===== config.mk =====
export PLATFORM = sky130hd
export DESIGN_NAME = hit_merge
export DESIGN_NICKNAME = d
export VERILOG_FILES = /design/src/rtl/hit_merge.sv
export SDC_FILE = /design/constraint.sdc
export NUM_CORES = 1
export LEC_CHECK = 0
export BUFFER_PORTS_ARGS = -buffer_cell sky130_fd_sc_hd__buf_4
export CAP_MARGIN = 0
export CORE_UTILIZATION = 35
export CTS_BUF_LIST = sky130_fd_sc_hd__clkbuf_4
export DETAILED_ROUTE_END_ITERATION = 12
export PLACE_DENSITY_LB_ADDON = 0.3
export SYNTH_ARGS = -nofsm -noshare
export SYNTH_HDL_FRONTEND = slang
export SYNTH_SLANG_ARGS = --single-unit

===== constraint.sdc =====
create_clock -name clk -period 9.4 [get_ports clk]
set_input_delay 0.47 -clock clk [delete_from_list [all_inputs] [get_ports clk]]
set_output_delay 0.47 -clock clk [all_outputs]
set_load 0.05 [all_outputs]

===== src/rtl/hit_merge.sv =====
module hit_merge #(
  parameter int N     = 4,
  parameter int CH_W  = 6,
  parameter int OFF_W = 8,
  parameter int EP_W  = 8,
  localparam int IDX_W = (N > 1) ? $clog2(N) : 1,
  localparam int IW    = 1 + CH_W + OFF_W,
  localparam int OW    = 1 + IDX_W + CH_W + OFF_W
) (
  input  logic            clk,
  input  logic            rst_n,
  input  logic [N-1:0]    in_valid,
  output logic [N-1:0]    in_ready,
  input  logic [N*IW-1:0] in_data,
  output logic            out_valid,
  input  logic            out_ready,
  output logic [OW-1:0]   out_data,
  output logic            err
);

  logic [EP_W-1:0]       exp_ep;
  logic [N-1:0]          is_mark;
  logic                  any_bad, found, all_mark, take;
  logic [IDX_W-1:0]      sel;
  logic [OFF_W-1:0]      best;
  logic [CH_W+OFF_W-1:0] sel_body;

  always_comb begin
    any_bad  = 1'b0;
    found    = 1'b0;
    sel      = '0;
    best     = '0;
    sel_body = '0;
    for (int i = 0; i < N; i++) begin
      is_mark[i] = in_data[i*IW + IW - 1];
      if (is_mark[i] && in_data[i*IW +: EP_W] != exp_ep)
        any_bad = 1'b1;
      if (!is_mark[i] && (!found || in_data[i*IW +: OFF_W] < best)) begin
        found    = 1'b1;
        best     = in_data[i*IW +: OFF_W];
        sel      = IDX_W'(i);
        sel_body = in_data[i*IW +: CH_W+OFF_W];
      end
    end
  end

  assign all_mark  = &is_mark;
  assign out_valid = &in_valid;
  assign take      = out_valid & out_ready;
  assign out_data  = all_mark ? {1'b1, {(OW-1-EP_W){1'b0}}, exp_ep}
                              : {1'b0, sel, sel_body};

  always_comb
    for (int i = 0; i < N; i++)
      in_ready[i] = take & (all_mark | (found & (sel == IDX_W'(i))));

  always_ff @(posedge clk or negedge rst_n)
    if (!rst_n) begin
      exp_ep <= '0;
      err    <= 1'b0;
    end else if (take && all_mark) begin
      exp_ep <= exp_ep + 1'b1;
      err    <= err | any_bad;
    end

endmodule



==> results of run 1 <==
[cell usage in the layout, fill, tap and decap left out, drive strengths merged, types with 2 or more instances in the layout]
master  count
buf        89
xnor2      38
nand2      24
ha         22
o21ai      22
a22oi      14
nand4      14
inv         9
dfrtp       9
a21oi       8
mux2        8
nor2        7
a22o        6
mux2i       6
nand3       6
o21a        4
nor3        4
clkbuf      4
and4        3
a211oi      3
and3        3
clkinv      2
or4         2
nand3b      2
nor4        2
a21o        2
[critical path: cells and delay by family]
kind | cells | cell delay (ps)
compound gates | 11 | 3020
simple gates | 6 | 1190
fa+ha+maj | 3 | 930
buf+inv | 3 | 630
mux | 1 | 420
[how the worst max path moves through the flow]
stage                               to  depth (start not counted)         from  slack (ps)
final                     out_data[13]                         24  in_data[14]        2260
after global placement     out_data[5]                         24  in_data[14]        2490
after detailed placement   out_data[4]                         24  in_data[14]        2330
after floorplan            in_ready[0]                         23  in_data[14]        2690
after CTS                  out_data[4]                         24  in_data[14]        2320
after global routing       out_data[6]                         24  in_data[14]        1770
[power by group]
part	leakage [nW]	switching, W	internal, W
clock network	0.0184	0.0000140	0.0000193
registers	0.125	0.00000213	0.0000395
logic	1.08	0.000134	0.0000835
total	1.22	0.000150	0.000142
[routing by layer]
layer	global-route usage, %	vias to the layer above	share of wire, %
li1	-	1082	-
met1	27.3	1023	47
met2	33.2	71	47
met3	2.12	4	5.3
met4	2.83	0	0.49
met5	0	-	0
[kinds of logic after synthesis]
kind of cell | Yosys count
and+or+nand+nor | 71
AOI/OAI and AO/OA | 68
xor gates and xnor gates | 39
buffers and inverters | 26
adders and majority gates | 22
muxes | 14
DFF | 9
[layout make-up]
cell class / instances / share of cell area, %
clock buffer: 4 / 1.12
inverter: 11 / 1.54
timing repair buffer: 90 / 25.3
tap: 72 / 3.36
sequential: 9 / 8.39
multi-input combinational: 214 / 60.3
[registers in the layout, summed over array words and instances, names as in the netlist]
signal,count
err,1
exp_ep,8
[stage by stage]
| stage | instances | instance area, sq um | total power (W) |
|---|---|---|---|
| global placement | 395 | 2650 | 0.000257 |
| CTS | 399 | 2680 | 0.000292 |
| detailed placement | 395 | 2650 | 0.000258 |
| finish | 400 | 2690 | 0.000292 |
| global route | 400 | 2690 | 0.000312 |
| floorplan | 249 | 2000 | 0.000193 |
==> results, run 1 <==
- At the end of routability-driven placement, the weighted congestion stood at 0.886.
- The initial antenna violation count is 0.
- Post-CTS timing repair inserted 0 buffers for setup.
- Of all nets on the critical path, the largest fanout is 27.
- The net count of the finished layout is 418.
- Among all cell types in the netlist, the one instantiated most often is sky130_fd_sc_hd__xnor2_1.
- In this run the count of I/O pins placed on the die edge is 90.
- Measured on the finished design, the core utilization comes to 48.8%.
- In the final timing run, aggregate negative setup slack is 0 ps.
- Prior to clock tree synthesis, the placed netlist has a worst setup slack of 2330 ps.
- The worst-case hold path end point is err.
- The HPWL reported at the end of detailed placement is 5010 um.
- The synthesized netlist devotes 23.5% of its cell area to compound gates.
- After synthesis, the largest family of logic cells by area is compound AO/OA/AOI/OAI gates.
- For this run, the detailed router's first-pass iteration total came to 4.
- Of all flip-flops after synthesis, the portion carrying an async set or reset was 100%.
- Setup repair after global routing left no endpoint under its margin.
- Counting the fill cells in the layout gives 570.
- The effective utilization at floorplan is between 30% and 40%.
- In the final routed layout, each cell accounts on average for between 15 and 20 um.
- Entering global routing, the biggest net connects 28 pins.
- Headroom to the max-slew limit came out at between 50% and 60%.
- In this run the deepest clock path goes through 2 buffers.
- By area the synthesized netlist is led by sky130_fd_sc_hd__xnor2_1, sky130_fd_sc_hd__ha_1, sky130_fd_sc_hd__dfrtp_1, sky130_fd_sc_hd__a22oi_1, sky130_fd_sc_hd__o21ai_0.
- The depth of the CTS H-tree is 1.
- Cells with a size suffix above 1 make up between 30% and 40% of the layout.
- The total clock sinks is 9.
- The worst-case IR drop observed on VDD is about 0.067 mV.
- STA puts the critical path data arrival time at about 6700 ps.
- In the finished design, the share of the clock period the worst path needs comes to between 70% and 80%.
- The floorplan step set the die height to between 70 and 80 um.
- The clock tree from TritonCTS is built.
- The signal on the critical path passes through buf_4 -> clkinv_1 -> nand2_1 -> ha_1 -> and4_1 -> o21ai_0 -> o21ai_0 -> a21oi_2 -> a22oi_1 -> ha_1 -> nand4_1 -> a21oi_1 -> o41a_1 -> a21boi_4 -> mux2_2 -> ha_1 -> and4_1 -> a21oi_1 -> a31oi_1 -> nor3_1 -> a211o_2 -> nand2_1 -> o21ai_0 -> buf_4.
- Sequential elements use 11.2% of the synthesized area.
- By count the netlist is led by sky130_fd_sc_hd__xnor2_1, sky130_fd_sc_hd__nand2_1, sky130_fd_sc_hd__ha_1.
- The global-route wire length before repair is 9520 um.
- In this run the remaining antenna-violating nets after routing total 0.
- After synthesis, the largest area contributor takes up approximately 17% of total cell area.
- The final worst setup slack is around 2300 ps.
- The synthesized netlist devotes 13.7% of its cell area to adder and majority cells.
- The type of element capturing the critical path is an output pin.
- The data required time at the worst endpoint is approximately 8900 ps.
- Post-CTS repair changed the size of 0 cells.
- The most common flop cell mapped by yosys is sky130_fd_sc_hd__dfrtp_1.
- Synthesis produced a netlist with a net count of 338.
- A synthesized cell averages 8.04 sq um.
- The DRC violation count after routing is 0.
- The area added between synthesis and finish is 34.0%.
- In this run the standard cell core region covers between 5000 and 6000 sq um.
- The overflow left after global routing is 0.
- The worst register-to-register path has a depth of 5.
- The cell depth of the worst hold path is 1.
- The shortest clock period the worst path allows after layout is between 7000 and 8000 ps.
- The clock latency at the later pin of the worst-skew pair is 270 ps.
- Static timing analysis puts the maximum clock frequency at about 140 MHz.
- The startpoint identified for the worst register-to-register timing path is exp_ep[0].
- The run finished with clean final reports.
- The mapped cell area is 2000 sq um.
- The max-slew violation count is 0.
- The repair_antennas step left the layout with diodes totalling 0.
- The library cell used as clock root buffer is sky130_fd_sc_hd__clkbuf_4.
- Buffers inserted during clock tree synthesis total 3.
- The register area is between 200 and 250 sq um.
- On the worst path, the slowest cell contributes a delay of about 600 ps.
- The worst min-delay path category is flop to flop.
- Summing the areas of all and, or, nand and nor instances in the mapped netlist gives a little under a fifth of the synthesized area.
- The number of global-route vias before repair was 1973.
- The critical path is of the input port to output pin type.
- Yosys mapped a number of flops with a built-in enable equal to 0.
- Setup violations remaining at the end of the flow were counted as 0.
- The floorplan has 27 rows.
- The number of max-cap violations is 0.
- Using the TritonRoute via totals, the vias-per-cell ratio works out to around 5.5.
- Hold is met by 456 ps.
- The synthesized netlist contains between 40 and 50 unique library cells.
- The number of buffers added to fix hold violations after cts is 0.
- At the pin with the least slew margin, the transition time is ~740 ps.
- Summed over all layers, the routed wires come to around 6100 um.
- The capture point of the worst reg-to-reg path is err.
- The startpoint type of the worst setup path is an input port.
- The leakage power of the design is roughly 1.2 nW.
- The number of hold violations in the final report is 0.
- The floorplan die width is between 70 and 80 um.
- The internal reg-to-reg setup slack is slightly below 8000 ps.
- The area taken by multi-input logic gates is 1620 sq um.
- The clock arrives with 5.03 ps of skew.
- In the synthesized netlist, mux cells make up under 10% of the area.
- The launch point of the worst hold path is err.
- The power per standard cell area is 109 nW/um^2.
- The biggest area contributor in the post-synthesis netlist is sky130_fd_sc_hd__xnor2_1.
- Port buffering added 89 buffers.
- The die covers roughly 6000 sq um.
- The yosys synthesis warning count is 0.
- The synthesized netlist cell count is approximately 250.
- The clock-pin slew of the registers on the worst-case setup and hold paths is roughly 60 ps.
- Synthesis inferred 9 register bits.
- For this block, the initial DRC count from the detailed router was 125.
- The via total after detailed routing is about 2200.
- Summing the areas of all xor and xnor instances in the mapped netlist gives roughly 17% of the synthesized area.
- Global routing used approximately a fifth of the available tracks.
- The slowest cell on the critical path is sky130_fd_sc_hd__a21oi_2.
Power figures use the tool's default switching activity.
==> inputs of run 2 (changes only) <==
ABC_AREA = 1   (was default)
clock period = 7.3 ns   (was 9.4 ns; I/O delays follow)
==> run 2 against run 1 <==
  * Sequential cell count did not move
  * Sequential power rose by 36%
  * Routed wire length rose by 11%
  * Global-route usage rose by 2.2 points
  * Sequential share of layout area fell by 0.26 points
==> results, run 2 <==
- The flow ran to the end, and the final reports show no timing, DRC or antenna violations.
- Sorting the synthesized cells by area gives the leading types as sky130_fd_sc_hd__nand2_1, sky130_fd_sc_hd__ha_1, sky130_fd_sc_hd__dfrtp_1, sky130_fd_sc_hd__nand3_1, sky130_fd_sc_hd__xnor2_1.
- Sorting the synthesized cells by how often they occur yields sky130_fd_sc_hd__nand2_1, sky130_fd_sc_hd__nand3_1, sky130_fd_sc_hd__inv_1.
- The DRC violation count after routing came to 0 (unchanged).
- The I/O pin total was 90 (unchanged).
- The deepest clock path buffer count was 2 (unchanged).
- The clock latency at the later pin of the worst-skew pair was 260 ps (about the same).
- Yosys instantiated no cell more often than sky130_fd_sc_hd__nand2_1.
- The number of antenna diodes was 0 (unchanged).
- The number of max-cap violations is 0 (unchanged).
- The HPWL reported at the end of detailed placement is 5770 um (+15%).
- The fraction of the yosys area taken by sequential cells is 11.0% (-0.20 points).
- The mapped cell area was 2040 sq um (+1.8%).
- Setup repair after global routing left no endpoint under its margin.
- The area of all placed cells without fillers was 2770 sq um (+3.2%).
- The top-area cell type share of the netlist area is 20.4% (+3.8 points).
- The global-route wire length before repair came to 10700 um (+12%).
- The register area was 225 sq um (unchanged).
- The floorplan die width came to 78.3 um (+0.88%).
- The fraction of registers with async set or reset after synthesis is 100% (unchanged).
- The total negative slack was 0 ps (unchanged).
- The depth of the CTS H-tree is 1 (unchanged).
- The most common cell after layout, fill and taps aside is sky130_fd_sc_hd__nand2_1.
- The power per standard cell area came to 140 nW/um^2 (+28%).
- The number of global-route vias before repair came to 2270 (+15%).
- The effective utilization at floorplan was 36.6% (+0.21 points).
- The sequential cell fraction of total power is 14.7% (+0.5 points).
- The slew at the pin with the worst max-slew slack is 711 ps (-25.5 ps).
- The die area came to 6140 sq um (+1.8%).
- The library cell used as clock root buffer is sky130_fd_sc_hd__clkbuf_4.
- The global-route total usage across every layer is 21.9% (+2.2 points).
- The internal power contribution was 0.000180 W (+26%).
- The fraction of final layout cells with drive strength greater than 1 is 26.7% (-6.9 points).
- The placeable core region is 5570 sq um (+1.2%).
- The worst setup path is launched from an input port.
- The path class of the tightest hold or removal check is input port to async pin.
- The post-detailed-route wirelength per cell is 13.6 um (-11%).
- The number of buffers added to fix hold violations after cts is 1 (+1).
- The final-layout fill cell count came to 591 (+3.7%).
- The number of antenna-violating nets in the routed design is 0 (unchanged).
- The post-CTS repair timing setup buffer count is 0 (unchanged).
- The relative contribution of combinational cells to total power is 74.5% (about the same).
- By instance count, the cell type seen most on the critical path is sky130_fd_sc_hd__nand2_1.
- The number of hold violations in the final report is 0 (unchanged).
- The area taken by multi-input logic gates came to 1630 sq um (+0.39%).
- The clock-pin slew of the registers on the worst-case setup and hold paths is 60 ps (about the same).
- The initial antenna violation count came to 0 (unchanged).
- The leakage power of the design came to 1.51 nW (+24%).
- The setup skew after layout is 4.72 ps (-0.307 ps).
- The total clock sinks was 9 (unchanged).
- The capture point of the worst reg-to-reg path is err.
- The share of the clock period used by the worst path is between 70% and 80%.
- The total of cells resized after clock tree synthesis is 0 (unchanged).
- The area after detailed placement is 2730 sq um (+3.2%).
- The pin count of the biggest net entering global routing was 24 (-14%).
- The number of distinct standard cells referenced by the synthesized netlist came to 28 (-43%).
- The register with the most flip-flops in the final layout is exp_ep.
- The flip-flop count of the largest register after layout is 8 (unchanged).
- The biggest fanout along the worst timing path is 23 (-15%).
- The via-per-instance ratio was 5.05 (-7.3%).
- The largest registers in the layout are exp_ep: 8 flops, err: 1 flops.
- The synthesized netlist cell count is 344 (+38%).
- STA classifies the critical path endpoint as an output pin.
- The normalized max-slew margin came to 52.4% (+1.5 points).
- The number of detailed-routing iterations run before antenna repair came to 4 (unchanged).
- In the layout the commonest cells are sky130_fd_sc_hd__nand2_1, sky130_fd_sc_hd__buf_4, sky130_fd_sc_hd__nand3_1, sky130_fd_sc_hd__inv_1, sky130_fd_sc_hd__ha_1.
- The final wirelength is 6740 um (+11%).
- Derived from the worst setup path, the maximum achievable clock frequency is between 150 and 200 MHz.
- The routability congestion estimate is 0.946 (+6.8%).
- The number of nets at the end of the flow was 514 (+23%).
- Among all stages on the critical path, the largest delay is contributed by sky130_fd_sc_hd__ha_1.
- The number of port buffers is 89 (unchanged).
- The area added between synthesis and finish is 35.8%.
- The switching fraction of total power is 53.6% (+2.2 points).
- The data required time at the worst endpoint is 6930 ps (-2000 ps).
- The overflow left after global routing is 0 (unchanged).
- The via total after detailed routing is 2507 (+15%).
- The total nets after synthesis is 433 (+28%).
- The internal reg-to-reg setup slack is 5230 ps (-2470 ps).
- For the finished layout, the period the worst path requires is between 5000 and 6000 ps.
- The biggest cell delay along the critical path is 340 ps (-260 ps).
- The worst-case vdd ir drop is 0.0684 mV (+1.9%).
- The y dimension of the die is 78.3 um (+0.88%).
- The net switching power figure is 0.000207 W (+38%).
- The total clock buffers created by CTS is 3 (unchanged).
- The max-slew violation count is 0 (unchanged).
- The number of flops mapped to enable cells by yosys is 0 (unchanged).
- The proportion of power drawn by the clock network is 10.9% (-0.5 points).
- The critical path class is input port to output pin.
- The count of state elements after synthesis came to 9 (unchanged).
- The dominant cell type by area after synthesis is sky130_fd_sc_hd__nand2_1.
- The worst reg-to-reg path cell count is 6 (+1).
- The yosys synthesis warning count is 0 (unchanged).
- The post-synthesis average cell area is 5.93 sq um (-26%).
- For this run, the leading register cell type out of synthesis is sky130_fd_sc_hd__dfrtp_1.
- The clock tree from TritonCTS is built.
- In this run the critical register-to-register path is launched from exp_ep[4].
- The arrival time reported for the critical path endpoint is 5200 ps (-1470 ps).
- The final-report setup violation count is 0 (unchanged).
- The starting DRC count in detailed routing was 144 (+15%).
- The number of standard-cell rows in the floorplan is 27 (unchanged).
## run 2: cell count changes in the layout (fill, tap and decap cells not counted), moves of 6 or more
cell,delta
sky130_fd_sc_hd__inv_1,+20
sky130_fd_sc_hd__nand2_1,+87
sky130_fd_sc_hd__nand4_1,-10
sky130_fd_sc_hd__nand3_1,+39
sky130_fd_sc_hd__mux2i_1,-6
sky130_fd_sc_hd__xnor2_1,-18
sky130_fd_sc_hd__a21oi_1,+6
sky130_fd_sc_hd__nor2_1,+9
sky130_fd_sc_hd__or2_2,+11
sky130_fd_sc_hd__mux2_2,-7
sky130_fd_sc_hd__a22o_1,-6
sky130_fd_sc_hd__a22oi_1,-14
## run 2: layout make-up
| cell class | count | share of cell area [%] |
|---|---|---|
| Clock buffer | 4 | 1.08 |
| Tap cell | 72 | 3.25 |
| Timing Repair Buffer | 90 | 24.5 |
| Multi-Input combinational cell | 289 | 58.7 |
| Inverter | 32 | 4.34 |
| Sequential cell | 9 | 8.13 |
## run 2: kinds of logic (layout without fill, tap and decap cells)
group	Yosys count	in the layout	synth area share, %
and+or+nand+nor	197	197	42.5
buffers and inverters	46	126	9.20
AOI/OAI and AO/OA	44	44	12.6
xor gates and xnor gates	26	26	11.2
adders and majority gates	22	22	13.5
DFF	9	9	11.0
## run 2: critical path, delay by kind of cell
| family | cells | cell delay, ps |
|---|---|---|
| compound gates | 7 | 1310 |
| fa+ha+maj | 3 | 950 |
| simple gates | 16 | 1590 |
| buf+inv | 6 | 970 |
## run 2: through the flow
stage	hold slack [ps]	worst slack (ps)	power, W	cells	util (%)
floorplan	69.4	1800	0.000252	344	-
global placement	191	1870	0.000339	491	49.0
detailed placement	193	1780	0.000344	491	49.0
finish	468	1740	0.000387	496	49.7
global route	464	1090	0.000419	496	49.7
CTS	452	1780	0.000387	496	49.7
## run 2: how the worst max path moves through the flow
stage,to,slack [ps],from
3_3_place_gp,in_ready[3],1870,in_data[14]
6_report,in_ready[3],1740,in_data[14]
2_1_floorplan,in_ready[3],1800,in_data[14]
5_1_grt,in_ready[3],1090,in_data[14]
4_1_cts,in_ready[3],1780,in_data[14]
3_5_place_dp,in_ready[3],1780,in_data[14]
## run 2: power groups by stage
| stage | registers, W | clock network, W | logic, W |
|---|---|---|---|
| 3_5_place_dp | 0.0000576 | 0 | 0.000286 |
| 2_1_floorplan | 0.0000550 | 0 | 0.000197 |
| 5_1_grt | 0.0000570 | 0.0000469 | 0.000315 |
| 4_1_cts | 0.0000567 | 0.0000432 | 0.000288 |
| 3_3_place_gp | 0.0000575 | 0 | 0.000282 |
| 6_report | 0.0000567 | 0.0000420 | 0.000288 |
## run 2: routing by layer
layer  global-route usage (%)  part of all wire [%]  vias to the layer above
met5                        0                     0                        -
met4                     5.00                   1.1                        0
met3                     2.67                   5.8                        8
met2                     36.7                    47                       94
met1                     29.7                    46                     1119
li1                         -                     -                     1286
